--- src/rtl/hb_pkg.sv ---
package hb_pkg;
    typedef enum logic {
        HB_RUN  = 1'b0,
        HB_UNDO = 1'b1
    } hb_mode_e;
endpackage

--- src/rtl/hb_onehot.sv ---
module hb_onehot #(
    parameter int N = 8,
    parameter int W = 3
) (
    input  logic         en,
    input  logic [W-1:0] sel,
    output logic [N-1:0] hot
);
    for (genvar i = 0; i < N; i++) begin : g_bit
        assign hot[i] = en && (sel == W'(i));
    end
endmodule

--- src/rtl/hist_buf.sv ---
module hist_buf
    import hb_pkg::*;
#(
    parameter int DEPTH  = 8,
    parameter int XLEN   = 32,
    parameter int RIDX_W = 5,
    localparam int TAG_W = $clog2(DEPTH)
) (
    input  logic              clk,
    input  logic              rst_n,
    input  logic              alloc_valid,
    input  logic              alloc_we,
    input  logic [RIDX_W-1:0] alloc_idx,
    input  logic [XLEN-1:0]   alloc_old,
    output logic              alloc_ready,
    output logic [TAG_W-1:0]  alloc_tag,
    input  logic              finish_valid,
    input  logic [TAG_W-1:0]  finish_tag,
    input  logic              finish_exc,
    input  logic              irq_req,
    output logic              retire_valid,
    output logic [TAG_W-1:0]  retire_tag,
    output logic              flush,
    output logic              restore_we,
    output logic [RIDX_W-1:0] restore_idx,
    output logic [XLEN-1:0]   restore_val,
    output logic              vec_req,
    output logic              vec_irq
);
    localparam int CNT_W = $clog2(DEPTH + 1);

    typedef struct packed {
        hb_mode_e                      mode;
        logic [TAG_W-1:0]              head;
        logic [TAG_W-1:0]              tail;
        logic [CNT_W-1:0]              cnt;
        logic [DEPTH-1:0]              vld;
        logic [DEPTH-1:0]              fin;
        logic [DEPTH-1:0]              exc;
        logic [DEPTH-1:0]              we;
        logic [DEPTH-1:0][RIDX_W-1:0]  idx;
        logic [DEPTH-1:0][XLEN-1:0]    old;
        logic                          cause_irq;
        logic                          vec;
        logic                          vec_irq;
    } hb_state_t;

    hb_state_t st_d, st_q;

    logic [DEPTH-1:0] fin_hot, alc_hot;
    logic [TAG_W-1:0] walk;
    logic             run, live, exc_start, irq_start, start, retire_ok, alloc_go;
    logic [CNT_W-1:0] cnt_q;
    logic             undo_q;

    // oldest-slot status and event priority: fault > interrupt > retire
    assign run       = (st_q.mode == HB_RUN);
    assign live      = (st_q.cnt != '0);
    assign walk      = st_q.tail - 1'b1;
    assign exc_start = run && live && st_q.fin[st_q.head] && st_q.exc[st_q.head];
    assign irq_start = run && irq_req && !exc_start;
    assign start     = exc_start || irq_start;
    assign retire_ok = run && !start && live && st_q.fin[st_q.head] && !st_q.exc[st_q.head];
    assign alloc_ready = run && !start && (st_q.cnt != CNT_W'(DEPTH));
    assign alloc_go  = alloc_valid && alloc_ready;

    hb_onehot #(.N(DEPTH), .W(TAG_W)) u_fin_hot (
        .en (finish_valid),
        .sel(finish_tag),
        .hot(fin_hot)
    );

    hb_onehot #(.N(DEPTH), .W(TAG_W)) u_alc_hot (
        .en (alloc_go),
        .sel(st_q.tail),
        .hot(alc_hot)
    );

    always_comb begin
        st_d     = st_q;
        st_d.vec = 1'b0;

        for (int i = 0; i < DEPTH; i++) begin
            if (fin_hot[i] && st_q.vld[i]) begin
                st_d.fin[i] = 1'b1;
                st_d.exc[i] = finish_exc;
            end
        end

        if (run) begin
            if (retire_ok) begin
                st_d.vld[st_q.head] = 1'b0;
                st_d.fin[st_q.head] = 1'b0;
                st_d.exc[st_q.head] = 1'b0;
                st_d.head           = st_q.head + 1'b1;
            end
            for (int i = 0; i < DEPTH; i++) begin
                if (alc_hot[i]) begin
                    st_d.vld[i] = 1'b1;
                    st_d.fin[i] = 1'b0;
                    st_d.exc[i] = 1'b0;
                    st_d.we[i]  = alloc_we;
                    st_d.idx[i] = alloc_idx;
                    st_d.old[i] = alloc_old;
                end
            end
            if (alloc_go) begin
                st_d.tail = st_q.tail + 1'b1;
            end
            st_d.cnt = st_q.cnt + CNT_W'(alloc_go) - CNT_W'(retire_ok);
            if (start) begin
                if (live) begin
                    st_d.mode      = HB_UNDO;
                    st_d.cause_irq = irq_start;
                end else begin
                    st_d.vec     = 1'b1;
                    st_d.vec_irq = irq_start;
                end
            end
        end else begin
            // undo the youngest slot this cycle
            st_d.vld[walk] = 1'b0;
            st_d.fin[walk] = 1'b0;
            st_d.exc[walk] = 1'b0;
            st_d.tail      = walk;
            st_d.cnt       = st_q.cnt - 1'b1;
            if (st_q.cnt == CNT_W'(1)) begin
                st_d.mode    = HB_RUN;
                st_d.vec     = 1'b1;
                st_d.vec_irq = st_q.cause_irq;
            end
        end
    end

    always_ff @(posedge clk) begin
        if (!rst_n) begin
            st_q <= '0;
        end else begin
            st_q <= st_d;
        end
    end

    assign alloc_tag    = st_q.tail;
    assign retire_valid = retire_ok;
    assign retire_tag   = st_q.head;
    assign flush        = start;
    assign restore_we   = !run && st_q.we[walk];
    assign restore_idx  = st_q.idx[walk];
    assign restore_val  = st_q.old[walk];
    assign vec_req      = st_q.vec;
    assign vec_irq      = st_q.vec_irq;

    assign cnt_q  = st_q.cnt;
    assign undo_q = !run;
endmodule

--- config.mk ---
export PLATFORM = sky130hd
export DESIGN_NAME = hist_buf
export DESIGN_NICKNAME = d
export VERILOG_FILES = /design/src/rtl/hb_pkg.sv /design/src/rtl/hb_onehot.sv /design/src/rtl/hist_buf.sv
export SDC_FILE = /design/constraint.sdc
export NUM_CORES = 1
export LEC_CHECK = 0
export BUFFER_PORTS_ARGS = -buffer_cell sky130_fd_sc_hd__buf_2
export CAP_MARGIN = 10
export CORE_MARGIN = 2
export CORE_UTILIZATION = 30
export CTS_BUF_LIST = sky130_fd_sc_hd__clkbuf_8
export DETAILED_ROUTE_END_ITERATION = 16
export SKIP_LAST_GASP = 1
export SLEW_MARGIN = 25
export SYNTH_ARGS = -nofsm -noshare
export SYNTH_HDL_FRONTEND = slang
export SYNTH_SLANG_ARGS = --single-unit
export TNS_END_PERCENT = 50
--- constraint.sdc ---
create_clock -name clk -period 6.3 [get_ports clk]
set_input_delay 0.315 -clock clk [delete_from_list [all_inputs] [get_ports clk]]
set_output_delay 0.315 -clock clk [all_outputs]
set_load 0.1 [all_outputs]
==> results of run 1 <==
## metal layers
metal	vias to the layer above	track usage (%)
li1	5567	-
met1	5690	22.8
met2	322	26.7
met3	65	3.27
met4	4	3.97
met5	-	0
## metrics by stage
| step | hold WS, ps | utilization [%] | std cells |
|---|---|---|---|
| CTS | 0.590 | 34.9 | 2238 |
| finish | 33.5 | 34.9 | 2240 |
| global placement | 444 | 32.4 | 2136 |
| detailed placement | 451 | 32.4 | 2136 |
| global route | 25.4 | 34.9 | 2239 |
| floorplan | 426 | - | 1529 |
## layout make-up
class / count / area (µm²)
Fill cell: 4892 / 31100
Multi-Input combinational cell: 1047 / 7190
Sequential cell: 342 / 6850
Clock buffer: 67 / 922
Tap cell: 615 / 769
Timing Repair Buffer: 124 / 721
Clock inverter: 28 / 188
Inverter: 15 / 61.3
Antenna cell: 2 / 5.00
## where the power goes
group / total [mW] / internal [mW] / switching (mW)
Sequential: 2.42 / 2.31 / 0.110
Clock: 1.93 / 1.04 / 0.885
Combinational: 1.91 / 0.459 / 1.45
## Yosys cell counts (4+ instances only)
| cell | instances | share of area [%] |
|---|---|---|
| nand3_1 | 49 | 1.7 |
| nand2_1 | 104 | 2.7 |
| dfxtp_1 | 342 | 47 |
| xnor2_1 | 5 | 0.30 |
| nand2b_1 | 4 | 0.17 |
| buf_2 | 21 | 0.72 |
| and4_1 | 4 | 0.24 |
| o21ai_0 | 38 | 1.3 |
| nor3_1 | 10 | 0.34 |
| o21ai_1 | 8 | 0.27 |
| buf_6 | 10 | 0.77 |
| buf_4 | 13 | 0.67 |
| a22oi_1 | 153 | 7.9 |
| mux2_2 | 6 | 0.46 |
| clkbuf_1 | 74 | 1.9 |
| a21boi_0 | 4 | 0.21 |
| a22o_1 | 5 | 0.30 |
| a21oi_1 | 12 | 0.41 |
| nor2b_1 | 10 | 0.43 |
| and3_1 | 6 | 0.26 |
| ha_1 | 17 | 1.5 |
| mux2i_1 | 272 | 19 |
| nand4_1 | 39 | 1.7 |
| a211oi_1 | 6 | 0.31 |
| inv_1 | 15 | 0.39 |
| buf_1 | 7 | 0.18 |
| nor2_1 | 249 | 6.4 |
## state kept, by name (all words and copies together), names as in the netlist
name	flops
alloc_tag	3
cnt_q	4
retire_tag	3
st_q	329
undo_q	1
vec_irq	1
vec_req	1
## final timing paths
check             slack [ps]                  startpoint                     end  depth (start not counted)
setup reg to reg        2620  retire_tag[0]$_SDFFE_PN0P_     cnt_q[3]$_SDFF_PN0_                         12
hold reg to reg          460      st_q[246]$_SDFFE_PN0P_  st_q[246]$_SDFFE_PN0P_                          2
setup / recovery        2130   alloc_tag[0]$_SDFFE_PN0P_          restore_idx[0]                          8
hold / removal            30               alloc_old[19]  st_q[246]$_SDFFE_PN0P_                          3
## worst register-to-register path, cell delays in order, from the launching register on
cell      delay (ps)
dfxtp_1          840
mux2_4           360
a221oi_2         330
o221ai_2         360
nor2_2           490
nand2_1          180
ha_1             310
a21oi_1          140
nor2_1            60
nor2_1           110
xor2_1           150
nor2_1            50
a211oi_1         230
## cells by family after synthesis
family	after synthesis	synth area share, %
xor+xnor	8	0.480
flops	342	46.9
buf+inv	140	4.63
fa+ha+maj	18	1.59
compound gates	257	12.7
simple gates	484	14.4
mux	280	19.3
==> impl_results.md, run 1 <==
- Status: completed
- WL final: 42500 µm
- Worst path slowest cell: dfxtp_1
- Detailed Place HPWL: 24500 µm
- Worst Setup Start Kind: flip-flop
- Synth warnings: 0
- Ports: 96
- All-Layer GR Usage: 16.6%
- Crit share post-route: 66.2%
- Max-slew headroom: 34.8%
- Syn_area_per_cell: 9.54 µm²
- Cells along the critical path: inv_1 -> ha_1 -> nand2_1 -> nor2_4 -> buf_4 -> a22oi_1 -> nand4_1 -> buf_2
- CTS buffer count: 55
- TritonRoute pass-1 iters: 5
- Die Y: 225 µm
- Most frequent cells in the layout: 342 x dfxtp_1, 272 x mux2i_1, 243 x nor2_1
- Hold buffers post-CTS: 7
- Main synth FF type: dfxtp_1
- Area grow syn2layout: 14.5%
- # H-tree levels: 2
- DR vias: 11648
- Post-route setup slack: 2130 ps
- Horiz. Die Dim: 225 µm
- Vias in the first global route: 11366
- Worst Path Arrival: 3850 ps
- Worst path max stage delay: 560 ps
- Maxcap violations: 0
- Drt wl/cell: 19.0 µm
- Post-Place Worst Slack: 2680 ps
- RSZ-0062 raised after global routing: no
- Layout cells sized above 1: 14.0%
- Final TNS setup: 0 ps
- Buffers on Ports: 95
- Core box area: 47800 µm²
- Hold Fails Final Rpt: 0
- Met2 wire length: 19200 µm
- Power per Cell Area: 374 nW/µm²
- Hold Path Class: in -> reg
- Largest net degree at the start of global routing: 107
- Post-DP Area: 15500 µm²
- Worst slew pin tran: 978 ps
- Leak: 7.95 nW
- DR DRC count: 0
- Post-CTS resize count: 0
- Clock sink total: 342
- Crit Path Max Fanout: 28
- Setup Fix Bufs, Post-CTS: 0
- Global-route wire length before repair: 66000 µm
- Top layer reached by signal wires: met5
- Design Power: 6.26 mW
- Min Tclk post-route: 4170 ps
- Number of cell rows: 80
- Crit path required time: 5980 ps
- Clock buffer depth: 3
- CTS tree: done
- Final Setup Violations: 0
- Metal1 wirelength: 20100 µm
- Initial drt markers: 874
- Asr flop ratio synth: 0%
- Mapped Cells: 1529
- Maximum vdd drop: 0.209 mV
- Clk slew on worst S/H paths: 60 ps
- Finished layout cell area: 16700 µm²
- Max-slew violation count: 0
- Syn_nets: 1594
- EDFF count, synth: 0
- Total global routing overflow: 0
- Clock Latency Late Sink: 620 ps
- Final ANT Viol Nets: 0
- Fmax: 240 MHz
- Clock Tree Root: clkbuf_8
- Sequential element share of the synthesized area: 46.9%
- Initial antenna violation count: 4
- DIE AREA: 50400 µm²
- Buf/Inv on CP: 3
- Gp weighted congestion: 0.787
- Setup CP Type: reg -> out
- CP Capture Type: output pin
- Vias per cell: 5.20
- Seq cells post-synth: 342
- Delay-heaviest family, CP: buffers and inverters
- Most common cell after layout, fill and taps aside: dfxtp_1
- Setup Skew: 33.4 ps
- Initial Util: 30.5%
- Post-Syn Area: 14600 µm²
- Met3 WL: 2400 µm
- Nets: 1650
- Yosys cell types: 58
Note: power is estimated with default switching activity, not from simulation.
==> run 2: changes to the inputs <==
==> constraint.sdc (replaced) <==
create_clock -name clk -period 3.8 [get_ports clk]
set_input_delay 0.19 -clock clk [delete_from_list [all_inputs] [get_ports clk]]
set_output_delay 0.19 -clock clk [all_outputs]
set_load 0.1 [all_outputs]
==> run 2 against run 1 <==
Effect of this change:
- clock skew increased by 2.6 ps
- wire length increased by 5.7%
- flip-flop and latch count unchanged
==> impl_results.md, run 2 (synthesized netlist as in run 1, its figures left out) <==
- RSZ-0062 raised after global routing: yes
- Met2 wire length: 20300 µm (+5.5%)
- Area grow syn2layout: 20.6%
- CP Capture Type: output pin
- Worst Setup SP: alloc_tag[0]$_SDFFE_PN0P_
- CTS buffer count: 58 (+5.5%)
- Biggest register: st_q
- Drt wl/cell: 19.4 µm (+2.0%)
- Initial antenna violation count: 4 (unchanged)
- Most frequent cells in the layout: 342 x dfxtp_1, 272 x mux2i_1, 243 x nor2_1
- Gp weighted congestion: 0.820 (+4.2%)
- CTS tree: done
- RR Endpoint: st_q[115]$_SDFFE_PN0P_
- Max-slew violation count: 0 (unchanged)
- R2R Path Start: retire_tag[0]$_SDFFE_PN0P_
- # H-tree levels: 2 (unchanged)
- Power per Cell Area: 627 nW/µm² (+68%)
- Hold Fails Final Rpt: 0 (unchanged)
- WL final: 45000 µm (+5.7%)
- Nets: 1724 (+4.5%)
- Fin util: 36.8% (+1.9 points)
- Number of flip-flops in the largest register: 329 (unchanged)
- Largest net degree at the start of global routing: 84 (-21%)
- DR DRC count: 0 (unchanged)
- Setup CP Type: reg -> out
- Leak: 8.36 nW (+5.2%)
- Clock Tree Root: clkbuf_8
- Buffers on Ports: 95 (unchanged)
- TritonRoute pass-1 iters: 5 (unchanged)
- Total global routing overflow: 0 (unchanged)
- Met3 WL: 2640 µm (+10%)
- Finished layout cell area: 17600 µm² (+5.3%)
- Flop2flop setup slack: 670 ps (-1950 ps)
- Final ANT Viol Nets: 0 (unchanged)
- Hold Path Class: in -> reg
- Die Y: 225 µm (unchanged)
- Detailed Place HPWL: 26500 µm (+8.4%)
- DR vias: 12131 (+4.1%)
- Setup Skew: 36.0 ps (+2.62 ps)
- Most common cell after layout, fill and taps aside: dfxtp_1
- Clock sink total: 342 (unchanged)
- Minimum hold slack: 39.2 ps (+5.70 ps)
- Critical Path End: restore_val[2]
- Vias in the first global route: 11723 (+3.1%)
- Worst R2R Path Depth: 7 (-5)
- Status: completed
- Worst slew pin tran: 923 ps (-55.0 ps)
- Fmax: 269 MHz
- All-Layer GR Usage: 17.5% (+0.89 points)
- DIE AREA: 50400 µm² (unchanged)
- Crit share post-route: 97.9%
- Placed cell count: 2157 (+0.98%)
- Crit path required time: 3610 ps (-2370 ps)
- Clock buffer depth: 3 (unchanged)
- Maximum vdd drop: 0.269 mV (+29%)
- Horiz. Die Dim: 225 µm (unchanged)
- Cell Count, Final, Fillers Out: 2322 (+3.7%)
- Global-route wire length before repair: 68800 µm (+4.2%)
- Max-slew headroom: 38.5% (+3.7 points)
- Post-DP Area: 15700 µm² (+1.4%)
- Maxcap violations: 0 (unchanged)
- Core box area: 47800 µm² (unchanged)
- Top layer reached by signal wires: met5
- Clk slew on worst S/H paths: 70 ps (about the same)
- Metal1 wirelength: 20900 µm (+4.0%)
- Layout cells sized above 1: 16.0% (+2.0 points)
- Worst Path Arrival: 3530 ps (-320 ps)
- Initial drt markers: 923 (+5.6%)
- Vias per cell: 5.22 (+0.47%)
- Crit Path Max Fanout: 22 (-21%)
- Worst Setup Start Kind: flip-flop
- Ports: 96 (unchanged)
- Clock Latency Late Sink: 660 ps (+40 ps)
- Initial Util: 30.5% (unchanged)
- Number of cell rows: 80 (unchanged)
- Final Setup Violations: 0 (unchanged)
- Min Tclk post-route: 3720 ps
==> run 2: cell type report <==
type,instances,area (µm²)
clock inverters,31,191
inverters,15,61.3
repair buffers,194,1470
flip-flops and latches,342,6850
clock buffers,75,1030
multi-input cells,1048,7220
well taps,615,769
fillers,4833,30300
diodes,2,5.00
==> run 2: what timing repair did <==
| item | in CTS | in global routing |
|---|---|---|
| cloned | 1 | 0 |
| hold buffers | 43 | 0 |
| setup endpoints to repair | 38 | 33 |
| buffers inserted | 13 | 0 |
| resized for setup | 3 | 19 |
| endpoints found under the hold margin | 315 | 0 |
| pin swaps | 3 | 0 |
==> run 2: where the power goes <==
part           switching (mW)  internal [mW]
registers               0.156           3.83
logic                    2.58           1.04
clock network            1.54           1.90
total                    4.27           6.77
==> run 2: worst max-delay path, stage by stage (launching register included) <==
cell and delay, ps:
dfxtp_1 580, inv_1 160, ha_1 310, xor2_1 190, buf_4 210, nor2_4 310
buf_6 340, a22oi_1 140, nand4_1 230, clkbuf_4 390
==> run 2: how the worst min path moves through the flow <==
stage / to / start / cells past startpoint / slack (ps)
global placement: st_q[123]$_SDFFE_PN0P_ / st_q[123]$_SDFFE_PN0P_ / 2 / 440
global route: st_q[318]$_SDFF_PN0_ / finish_tag[2] / 4 / 60
finish: st_q[317]$_SDFF_PN0_ / finish_tag[2] / 4 / 40
detailed placement: st_q[229]$_SDFFE_PN0P_ / st_q[229]$_SDFFE_PN0P_ / 2 / 450
CTS: st_q[317]$_SDFF_PN0_ / finish_tag[2] / 4 / 5
floorplan: st_q[10]$_SDFFE_PN0P_ / alloc_old[7] / 2 / 330
==> run 2: routing by layer <==
metal	GRT usage [%]	vias up
li1	-	5724
met1	23.9	5960
met2	27.7	345
met3	3.20	98
met4	5.79	4
met5	0	-
==> run 2: per-stage QoR <==
stage                     setup TNS [ps]  worst slack, ps  total power, mW
after global routing               -30.4            -17.0             11.5
after floorplan                        0             67.3             6.08
after CTS                          -61.5            -44.4             11.1
after global placement                 0              624             7.33
after detailed placement               0              515             7.37
final                                  0             80.2             11.0
==> run 3: changes to the inputs <==
--- a/config.mk
+++ b/config.mk
@@ -5,6 +5,7 @@
 export SDC_FILE = /design/constraint.sdc
 export NUM_CORES = 1
 export LEC_CHECK = 0
+export ABC_AREA = 1
 export BUFFER_PORTS_ARGS = -buffer_cell sky130_fd_sc_hd__buf_2
 export CAP_MARGIN = 10
 export CORE_MARGIN = 2
==> run 3 against run 2 <==
Effect of this change:
- largest cell class unchanged
- sequential power grew 4%
- final area grew 4.6%
- flip-flop and latch count is the same
- area after synthesis grew 9.0%
==> impl_results.md, run 3 <==
- Status: completed
- Buffers on Ports: 95 (unchanged)
- Largest net degree at the start of global routing: 179 (+110%)
- Synth area leader: dfxtp_1
- Vias per cell: 4.57 (-13%)
- Minimum hold slack: 9.31 ps (-29.8 ps)
- Fillcell total: 5726 (+18%)
- Initial antenna violation count: 0 (-4)
- Nets: 2578 (+50%)
- Maximum vdd drop: 0.300 mV (+12%)
- Worst Path Arrival: 3460 ps (-70 ps)
- CTS tree: done
- Drt wl/cell: 14.4 µm (-25%)
- Crit Path Max Fanout: 26 (+18%)
- # H-tree levels: 2 (unchanged)
- Yosys cell types: 34 (-41%)
- Number of flip-flops in the largest register: 329 (unchanged)
- Synth warnings: 0 (unchanged)
- CTS buffer count: 59 (+1.7%)
- Sequential element share of the synthesized area: 43.0% (-3.9 points)
- Final ANT Viol Nets: 0 (unchanged)
- Initial drt markers: 1041 (+13%)
- Clock sink total: 342 (unchanged)
- Crit path required time: 3610 ps (about the same)
- Most common cell after layout, fill and taps aside: nand2_1
- Hold Fails Final Rpt: 0 (unchanged)
- Synth Area in Compound Gates: 7.01% (-5.7 points)
- Simple-gate area share of the yosys netlist: 39.8% (+25 points)
- Finished layout cell area: 18400 µm² (+4.6%)
- Clk slew on worst S/H paths: 60 ps (about the same)
- Worst slew pin tran: 960 ps (+36.3 ps)
- Maxcap violations: 0 (unchanged)
- CP Capture Type: output pin
- Total global routing overflow: 0 (unchanged)
- All-Layer GR Usage: 16.9% (-0.53 points)
- Gp weighted congestion: 0.821 (+0.15%)
- Post-Syn Area: 15900 µm² (+9.0%)
- Min Tclk post-route: 3650 ps (-73.5 ps)
- Main synth FF type: dfxtp_1
- FF+latch area: 6850 µm² (unchanged)
- Count leader, synth: nand2_1
- Number of cell rows: 84 (+5.0%)
- Clock Tree Root: clkbuf_8
- Seq cells post-synth: 342 (unchanged)
- EDFF count, synth: 0 (unchanged)
- DR vias: 14802 (+22%)
- TritonRoute pass-1 iters: 5 (unchanged)
- Post-Synth XOR/XNOR Area: 0.220% (-0.26 points)
- Worst Setup SP: alloc_tag[0]$_SDFFE_PN0P_
- RSZ-0062 raised after global routing: yes
- Fin util: 35.1% (-1.7 points)
- Post-DP Area: 16900 µm² (+7.7%)
- Most frequent cells in the layout: 866 x nand2_1, 660 x nor2_1, 342 x dfxtp_1
- Setup Skew: 32.5 ps (-3.54 ps)
- Global-route wire length before repair: 73500 µm (+6.8%)
- Delay-heaviest family, CP: buffers and inverters
- Worst path slowest cell: buf_2
- Largest family of logic cells by synthesized area: simple AND/OR/NAND/NOR gates
- Worst path max stage delay: 440 ps (-140 ps)
- Crit share post-route: 96.0% (-1.9 points)
- Final TNS setup: 0 ps (unchanged)
- Hold Path Class: in -> reg
- Syn_nets: 2497 (+57%)
- Asr flop ratio synth: 0% (unchanged)
- Setup CP Type: reg -> out
- Max-slew headroom: 36.0% (-2.4 points)
- Clock buffer depth: 3 (unchanged)
- Multiplexer area fraction after synthesis: 0% (-19 points)
- Power per Cell Area: 572 nW/µm² (-8.8%)
- Final Setup Violations: 0 (unchanged)
- Horiz. Die Dim: 234 µm (+4.3%)
- Worst Setup Start Kind: flip-flop
- Mapped Cells: 2432 (+59%)
- Detailed Place HPWL: 27600 µm (+4.0%)
- Layout cells sized above 1: 9.13% (-6.9 points)
- Synth top cells by count: 866 x nand2_1, 661 x nor2_1, 342 x dfxtp_1
- Syn_area_per_cell: 6.54 µm² (-31%)
- Hold path startpoint: alloc_old[19]
- Initial Util: 30.3% (-0.16 points)
- Leak: 7.93 nW (-5.1%)
- DR DRC count: 0 (unchanged)
- Ports: 96 (unchanged)
- Die Y: 234 µm (+4.3%)
- Fmax: 274 MHz (+2.0%)
- Synth top area share: 43.0% (-3.9 points)
- Clock Latency Late Sink: 650 ps (about the same)
- Max-slew violation count: 0 (unchanged)
- Cells along the critical path: inv_1 -> ha_1 -> inv_1 -> nand2_1 -> nand2_1 -> inv_1 -> nand3_1 -> inv_2 -> buf_12 -> nand2_1 -> o2111a_1 -> nand3_1 -> buf_2
- Core box area: 52400 µm² (+9.6%)
- WL final: 46800 µm (+4.0%)
- Post-synthesis adder-cell area fraction: 1.46% (-0.13 points)
- Buf/Inv on CP: 6 (+2)
- Main area contributors after synthesis: dfxtp_1 43%, nand2_1 20%, nor2_1 16%, inv_1 2.8%, a221oi_1 2.4%
- Biggest register: st_q
- Area of the multi-input gates: 7740 µm² (+7.2%)
- R2R Path Start: retire_tag[0]$_SDFFE_PN0P_
- Setup Fix Bufs, Post-CTS: 0 (-13)
- DIE AREA: 54900 µm² (+8.9%)
- Area grow syn2layout: 15.7%
- Vias in the first global route: 13317 (+14%)
-- run 3: cell types whose count changed in the layout (fill, tap and decap cells not counted), moves of 15 or more --
| cell | delta |
|---|---|
| nand2_1 | +763 |
| nor2_1 | +417 |
| a22o_1 | +17 |
| a221oi_1 | +42 |
| a22oi_1 | -152 |
| mux2i_1 | -272 |
| a21oi_1 | +20 |
| buf_4 | -23 |
| clkbuf_4 | -15 |
| inv_1 | +102 |
-- run 3: worst paths after layout --
| path | slack (ps) | cells after the start | end |
|---|---|---|---|
| max | 150 | 13 | restore_val[21] |
| min | 9 | 5 | st_q[118]$_SDFFE_PN0P_ |
| max reg2reg | 890 | 14 | cnt_q[2]$_SDFF_PN0_ |
| min reg2reg | 470 | 2 | vec_irq$_SDFFE_PN0P_ |
-- run 3: tightest hold or removal path, delay by kind of cell --
kind | cells | cell delay [ps]
buffers and inverters | 2 | 210
AND/OR/NAND/NOR | 3 | 210
-- run 3: repair_timing --
item,CTS,global route
gates resized for setup,1,3
endpoints found under the hold margin,244,0
endpoints found under the setup margin,6,10
hold buffers,37,0
-- run 3: final cells by class --
| cell class | instances | area share [%] |
|---|---|---|
| Clock inverter | 29 | 0.693 |
| Sequential cell | 342 | 37.2 |
| Antenna cell | 1 | 0.0136 |
| Multi-Input combinational cell | 1814 | 42.1 |
| Tap cell | 688 | 4.68 |
| Clock buffer | 70 | 5.23 |
| Inverter | 126 | 2.62 |
| Timing Repair Buffer | 170 | 7.52 |
-- run 3: logic make-up after synthesis --
kind of cell             count (synthesis)
flip-flops                             342
adder cells (fa/ha/maj)                 18
buffers and inverters                  276
AO/OA/AOI/OAI                          161
AND/OR/NAND/NOR                       1631
XOR/XNOR                                 4
-- run 3: metrics by stage --
stage / setup slack [ps] / power [mW] / instances
after global routing: -35.6 / 11.1 / 3239
after global placement: 690 / 7.39 / 3103
after floorplan: 52.2 / 6.33 / 2432
final: 154 / 10.5 / 3240
after CTS: 98.0 / 10.6 / 3239
after detailed placement: 653 / 7.41 / 3103
-- run 3: per-layer routing --
layer | part of all wire, % | track usage, %
met2 | 45 | 27.8
met4 | 2.3 | 5.25
met5 | 0 | 0
met1 | 47 | 22.6
met3 | 5.6 | 2.91
-- run 3: power breakdown --
group | leakage, nW | internal, mW | total, mW | switching, mW
clock network | 0.650 | 1.65 | 3.15 | 1.50
registers | 2.77 | 3.93 | 4.14 | 0.206
logic | 4.52 | 0.842 | 3.24 | 2.39
